[config.mk]
export PLATFORM = sky130hd
export DESIGN_NAME = store_load_alias_detect
export DESIGN_NICKNAME = d
export VERILOG_FILES = /design/src/rtl/sla_pkg.sv /design/src/rtl/sla_opnd_eq.sv /design/src/rtl/sla_range_ovl.sv /design/src/rtl/store_load_alias_detect.sv
export SDC_FILE = /design/constraint.sdc
export NUM_CORES = 1
export LEC_CHECK = 0
export ABC_AREA = 0
export BUFFER_PORTS_ARGS = -buffer_cell sky130_fd_sc_hd__buf_2
export CAP_MARGIN = 20
export CORE_MARGIN = 1.5
export CORE_UTILIZATION = 45
export DETAILED_ROUTE_END_ITERATION = 8
export HOLD_SLACK_MARGIN = 0.1
export PLACE_DENSITY = 0.71
export SYNTH_ARGS = -nofsm -noshare
export SYNTH_HDL_FRONTEND = slang
export SYNTH_HIERARCHICAL = 1
export SYNTH_SLANG_ARGS = --single-unit
[constraint.sdc]
create_clock -name clk_i -period 6.6 [get_ports clk_i]
set_input_delay 0.99 -clock clk_i [delete_from_list [all_inputs] [get_ports clk_i]]
set_output_delay 0.99 -clock clk_i [all_outputs]
set_load 0.01 [all_outputs]
[src/rtl/sla_pkg.sv]
package sla_pkg;
  typedef enum logic [1:0] {
    KIND_BYTE = 2'b00,
    KIND_HALF = 2'b01,
    KIND_WORD = 2'b10,
    KIND_DBL  = 2'b11
  } acc_kind_e;

  localparam int SIZE_W = 4;

  function automatic logic [SIZE_W-1:0] kind_bytes(input logic [1:0] k);
    return SIZE_W'(1) << k;
  endfunction
endpackage

[src/rtl/sla_opnd_eq.sv]
module sla_opnd_eq #(
  parameter int TAG_W = 5,
  parameter int OFS_W = 16
) (
  input  logic             x_const_i,
  input  logic [TAG_W-1:0] x_tag_i,
  input  logic [OFS_W-1:0] x_val_i,
  input  logic             y_const_i,
  input  logic [TAG_W-1:0] y_tag_i,
  input  logic [OFS_W-1:0] y_val_i,
  output logic             eq_o
);
  always_comb begin
    if (x_const_i != y_const_i) eq_o = 1'b0;
    else if (x_const_i)         eq_o = (x_val_i == y_val_i);
    else                        eq_o = (x_tag_i == y_tag_i);
  end
endmodule

[src/rtl/sla_range_ovl.sv]
module sla_range_ovl #(
  parameter int OFS_W  = 16,
  parameter int SIZE_W = 4
) (
  input  logic signed [OFS_W-1:0] st_ofs_i,
  input  logic [SIZE_W-1:0]       st_size_i,
  input  logic signed [OFS_W-1:0] ld_ofs_i,
  input  logic [SIZE_W-1:0]       ld_size_i,
  output logic                    ovl_o
);
  localparam int SUM_W = (OFS_W > SIZE_W ? OFS_W : SIZE_W) + 2;

  logic signed [SUM_W-1:0] st_x, ld_x, st_end, ld_end;

  always_comb begin
    st_x   = SUM_W'(st_ofs_i);
    ld_x   = SUM_W'(ld_ofs_i);
    st_end = st_x + $signed({2'b00, SUM_W'(st_size_i)});
    ld_end = ld_x + $signed({2'b00, SUM_W'(ld_size_i)});
    if (st_x < ld_x) ovl_o = (st_end > ld_x);
    else             ovl_o = (ld_end > st_x);
  end
endmodule

[src/rtl/store_load_alias_detect.sv]
module store_load_alias_detect
  import sla_pkg::*;
#(
  parameter int TAG_W = 5,
  parameter int OFS_W = 16
) (
  input  logic             clk_i,
  input  logic             rst_ni,
  input  logic             grp_clr_i,
  input  logic             st_cap_i,
  input  logic             st_a_const_i,
  input  logic [TAG_W-1:0] st_a_tag_i,
  input  logic [OFS_W-1:0] st_a_val_i,
  input  logic             st_b_const_i,
  input  logic [TAG_W-1:0] st_b_tag_i,
  input  logic [OFS_W-1:0] st_b_val_i,
  input  logic [1:0]       st_kind_i,
  input  logic             ld_req_i,
  input  logic             ld_a_const_i,
  input  logic [TAG_W-1:0] ld_a_tag_i,
  input  logic [OFS_W-1:0] ld_a_val_i,
  input  logic             ld_b_const_i,
  input  logic [TAG_W-1:0] ld_b_tag_i,
  input  logic [OFS_W-1:0] ld_b_val_i,
  input  logic [1:0]       ld_kind_i,
  output logic             hit_o
);
  localparam int NOPS = 2;

  // recorded store; rec_size == 0 means none
  logic             rec_c [NOPS];
  logic [TAG_W-1:0] rec_t [NOPS];
  logic [OFS_W-1:0] rec_v [NOPS];
  logic [SIZE_W-1:0] rec_size;

  logic             ld_c [NOPS];
  logic [TAG_W-1:0] ld_t [NOPS];
  logic [OFS_W-1:0] ld_v [NOPS];

  assign ld_c[0] = ld_a_const_i;  assign ld_c[1] = ld_b_const_i;
  assign ld_t[0] = ld_a_tag_i;    assign ld_t[1] = ld_b_tag_i;
  assign ld_v[0] = ld_a_val_i;    assign ld_v[1] = ld_b_val_i;

  always_ff @(posedge clk_i or negedge rst_ni) begin
    if (!rst_ni) begin
      rec_size <= '0;
      for (int i = 0; i < NOPS; i++) begin
        rec_c[i] <= 1'b0;
        rec_t[i] <= '0;
        rec_v[i] <= '0;
      end
    end else if (st_cap_i) begin
      rec_size <= kind_bytes(st_kind_i);
      rec_c[0] <= st_a_const_i;  rec_c[1] <= st_b_const_i;
      rec_t[0] <= st_a_tag_i;    rec_t[1] <= st_b_tag_i;
      rec_v[0] <= st_a_val_i;    rec_v[1] <= st_b_val_i;
    end else if (grp_clr_i) begin
      rec_size <= '0;
    end
  end

  // pair_eq[i][j]: load operand i vs recorded operand j
  logic [NOPS-1:0] pair_eq [NOPS];

  for (genvar i = 0; i < NOPS; i++) begin : g_ld
    for (genvar j = 0; j < NOPS; j++) begin : g_st
      sla_opnd_eq #(.TAG_W(TAG_W), .OFS_W(OFS_W)) u_eq (
        .x_const_i(ld_c[i]), .x_tag_i(ld_t[i]), .x_val_i(ld_v[i]),
        .y_const_i(rec_c[j]), .y_tag_i(rec_t[j]), .y_val_i(rec_v[j]),
        .eq_o(pair_eq[i][j])
      );
    end
  end

  logic rng_ovl, same_hit, swap_hit, rng_hit, rec_live;

  sla_range_ovl #(.OFS_W(OFS_W), .SIZE_W(SIZE_W)) u_rng (
    .st_ofs_i (rec_v[0]),
    .st_size_i(rec_size),
    .ld_ofs_i (ld_v[0]),
    .ld_size_i(kind_bytes(ld_kind_i)),
    .ovl_o    (rng_ovl)
  );

  assign rec_live = (rec_size != '0);
  assign same_hit = pair_eq[0][0] & pair_eq[1][1];
  assign swap_hit = pair_eq[0][1] & pair_eq[1][0];
  assign rng_hit  = pair_eq[1][1] & ld_c[0] & rec_c[0] & rng_ovl;

  always_ff @(posedge clk_i or negedge rst_ni) begin
    if (!rst_ni) hit_o <= 1'b0;
    else         hit_o <= ld_req_i & rec_live & (same_hit | swap_hit | rng_hit);
  end
endmodule

==> results.yml <==
outcome:
  outcome: "completed"
sta:
  setup_viol: 0
  fin_crit_sh_pct: 61.0
  slew_headroom_pct: 42.1
  max_freq_mhz: 248
  rsz0062_at_grt: "no"
  tightest_slew_ps: 869
  fin_setup_tns_ps: 0
  slew_violations: 0
  finalHoldViolations: 0
  holdWs_ps: 530
  finClkSkew_ps: 7.09
  fin_crit_ps: 4030
die:
  fp.dieW_um: 108
  rows: 38
  dieArea_mm2: 0.0117
  die_h_um: 108
  io_pins: 98
  start_util_pct: 46.1
  coreArea_mm2: 0.0108
pwr:
  netSwitchingFraction_pct: 34.3
  power_frac_clock_pct: 23.6
  p_switching_uw: 336
  fin_total_pwr_uw: 979
  pwr-share-seq_pct: 39.3
  max-vdd-ir-drop_uv: 141
  p_per_area_mw_per_mm2: 171
  p_int_uw: 643
  cellLeakagePower_nw: 2.64
  pwr-share-comb_pct: 37.2
clocking:
  cts_resized: 0
  clk_latency_ps: 310
  htree_levels: 2
  clk_pin_slew_ps: 100
  cts_made_buffers: 5
  root_buffer: "clkbuf_8"
  cts.sinks: 49
  clk_path_buf_depth: 2
  cts_setup_buffers: 0
  cts_hold_repair.buffers: 0
  cts_tree: "yes"
final_layout:
  num_antenna_cells: 0
  final_cells: 729
  finish.net_count: 744
  syn_to_final_growth_pct: 14.9
  fillers: 934
  drive_gt1_share_pct: 28.7
yosys:
  synthCells: 488
  synth_area_leaders: "dfrtp_1 (25%), xnor2_1 (19%), ha_1 (14%)"
  ys_types: 52
  ys.flop_type: "dfrtp_1"
  synth_largest_area_cell: "dfrtp_1"
  synth_edf_count: 0
  synth_seq_cells: 49
  async_flop_share_pct: 100
  ys_seq_area_share_pct: 24.6
  synth_area_mm2: 0.00498
  synth.top_cell.area_share_pct: 24.6
  yosysWarnings: 6
  syn_nets: 644
  avgSynthCellArea_um2: 10.2
routing:
  routed_wl_um: 12900
  antenna_left: 0
  drt-initial-drc-count: 153
  via_per_inst: 5.55
  drtPass1Iterations: 4
  drcViolationCount: 0
  avgRoutedWirePerCell_um: 17.7
  vias: 4043
critical_path:
  worstReg2RegStart: "rec_v[16]"
  crit_chain: "buf_2 -> nor2_1 -> ha_1 -> inv_1 -> fa_1 -> inv_1 -> a21oi_1 -> o21bai_1 -> nor2b_1 -> nand3_1 -> xnor2_1 -> ha_1 -> a21oi_1 -> nor2_1 -> a211oi_1 -> o2111ai_1 -> o21ai_0 -> mux2i_1 -> nand4_1 -> a21oi_1"
  worstPathRequired_ps: 6780
  ff2ff_setup_slack_ps: 2670
  reg2reg_to: "hit_o"
  cp.arrival_ps: 4210
  cp-end-kind: "flip-flop"
  startpoint: "ld_kind_i[1]"
  cp_max_fo: 4
  cpPeakStageDelay_ps: 390
  slowest_stage: "fa_1"
  critical_path_class: "in2reg"
  crit_path_start_kind: "primary input"
  rr_worst_depth: 17
  crit_top_cell: "a21oi_1"
global_route:
  grt_pass1_wl_um: 20800
  grtUsageMet3_pct: 3.44
  grt_start_max_net_pins: 53
  antenna_found_initial: 0
  grt_pass1_vias: 4064
  gr-usage-met1_pct: 30.2
  grt_usage_pct: 23.0
  grt_overflow: 0
  busiest_layer: "met2"
  use_met2_pct: 38.2
placement:
  hpwlAfterDp_um: 10500
  port_buffers: 97
  place_inst: 720
  gp_congestion: 0.933
hold_path:
  hold_class: "in2async"
run:
  maxCapViolations: 0
through the flow:
stage	util [%]	cell area, um^2	setup WS, ps
after floorplan	-	4980	2880
after global placement	51.7	5580	2350
after detailed placement	51.7	5580	2300
after CTS	52.8	5700	2620
after global routing	53.0	5720	2240
final	53.0	5720	2570
synthesized netlist by cell type, types with 3 or more instances:
| cell | count |
|---|---|
| xnor2_1 | 107 |
| nor2_1 | 13 |
| nor2b_1 | 6 |
| a41o_1 | 4 |
| nor3_2 | 3 |
| a211oi_1 | 3 |
| xor2_1 | 4 |
| a21o_1 | 5 |
| nor3_1 | 6 |
| nand2_1 | 15 |
| nand4_1 | 27 |
| o21bai_1 | 3 |
| mux2_4 | 44 |
| o21ai_0 | 11 |
| inv_1 | 44 |
| nand2b_1 | 4 |
| nand3_1 | 14 |
| nor4_1 | 9 |
| dfrtp_1 | 49 |
| a21oi_1 | 16 |
| buf_6 | 6 |
| ha_1 | 57 |
cells in the final DEF, fill, tap and decap left out, drive strengths merged, types with 9 or more instances in the layout:
| cell | n |
|---|---|
| mux2 | 44 |
| nand4 | 27 |
| o21ai | 13 |
| buf | 99 |
| nor2 | 13 |
| inv | 44 |
| nand3 | 15 |
| nor4 | 11 |
| a21oi | 18 |
| nor3 | 9 |
| nand2 | 15 |
| xnor2 | 108 |
| dfrtp | 49 |
| ha | 57 |
sequential cells by signal, indices dropped and copies added (netlist names):
name / flops
rec_v: 32
rec_t: 10
rec_size: 4
rec_c: 2
hit_o: 1
worst max path at each step:
stage               endpoint  depth (start not counted)
detailed placement     hit_o                         20
finish                 hit_o                         20
CTS                    hit_o                         20
global placement       hit_o                         19
global route           hit_o                         20
floorplan              hit_o                         19
cells by family (layout without fill, tap and decap cells):
family | count (synthesis) | after routing | synth area share (%)
and+or+nand+nor | 113 | 113 | 13.8
xor gates and xnor gates | 112 | 112 | 19.8
adders and majority gates | 59 | 59 | 15.1
AOI/OAI and AO/OA | 59 | 59 | 8.22
buffers and inverters | 50 | 151 | 4.67
DFF | 49 | 49 | 24.6
muxes | 46 | 46 | 13.7
routing by layer:
metal	wire length, um	vias to the layer above	part of all wire [%]
met5	0	-	0
met4	389	0	3.0
met3	654	25	5.1
met2	6090	129	47
met1	5730	1955	45
li1	-	1934	-
area by class of cell:
class	instances	area [um^2]	area share, %
Sequential cell	49	1230	21.4
Inverter	44	165	2.89
Clock inverter	2	37.5	0.656
Tap cell	140	175	3.06
Clock buffer	6	82.6	1.44
Multi-Input combinational cell	389	3520	61.5
Timing Repair Buffer	99	513	8.97
critical path: cells and delay by family:
kind | cells | cell delay (ps)
muxes | 1 | 120
xor gates and xnor gates | 1 | 150
adders and majority gates | 3 | 850
buffers and inverters | 3 | 230
and+or+nand+nor | 5 | 640
AOI/OAI and AO/OA | 7 | 1200
power by group through the flow:
stage | Sequential, mW | Clock [mW] | Combinational [mW]
2_1_floorplan | 0.370 | 0 | 0.259
3_3_place_gp | 0.389 | 0 | 0.347
3_5_place_dp | 0.390 | 0 | 0.358
4_1_cts | 0.384 | 0.235 | 0.362
5_1_grt | 0.389 | 0.250 | 0.402
6_report | 0.384 | 0.231 | 0.364
Note: power is estimated with default switching activity, not from simulation.
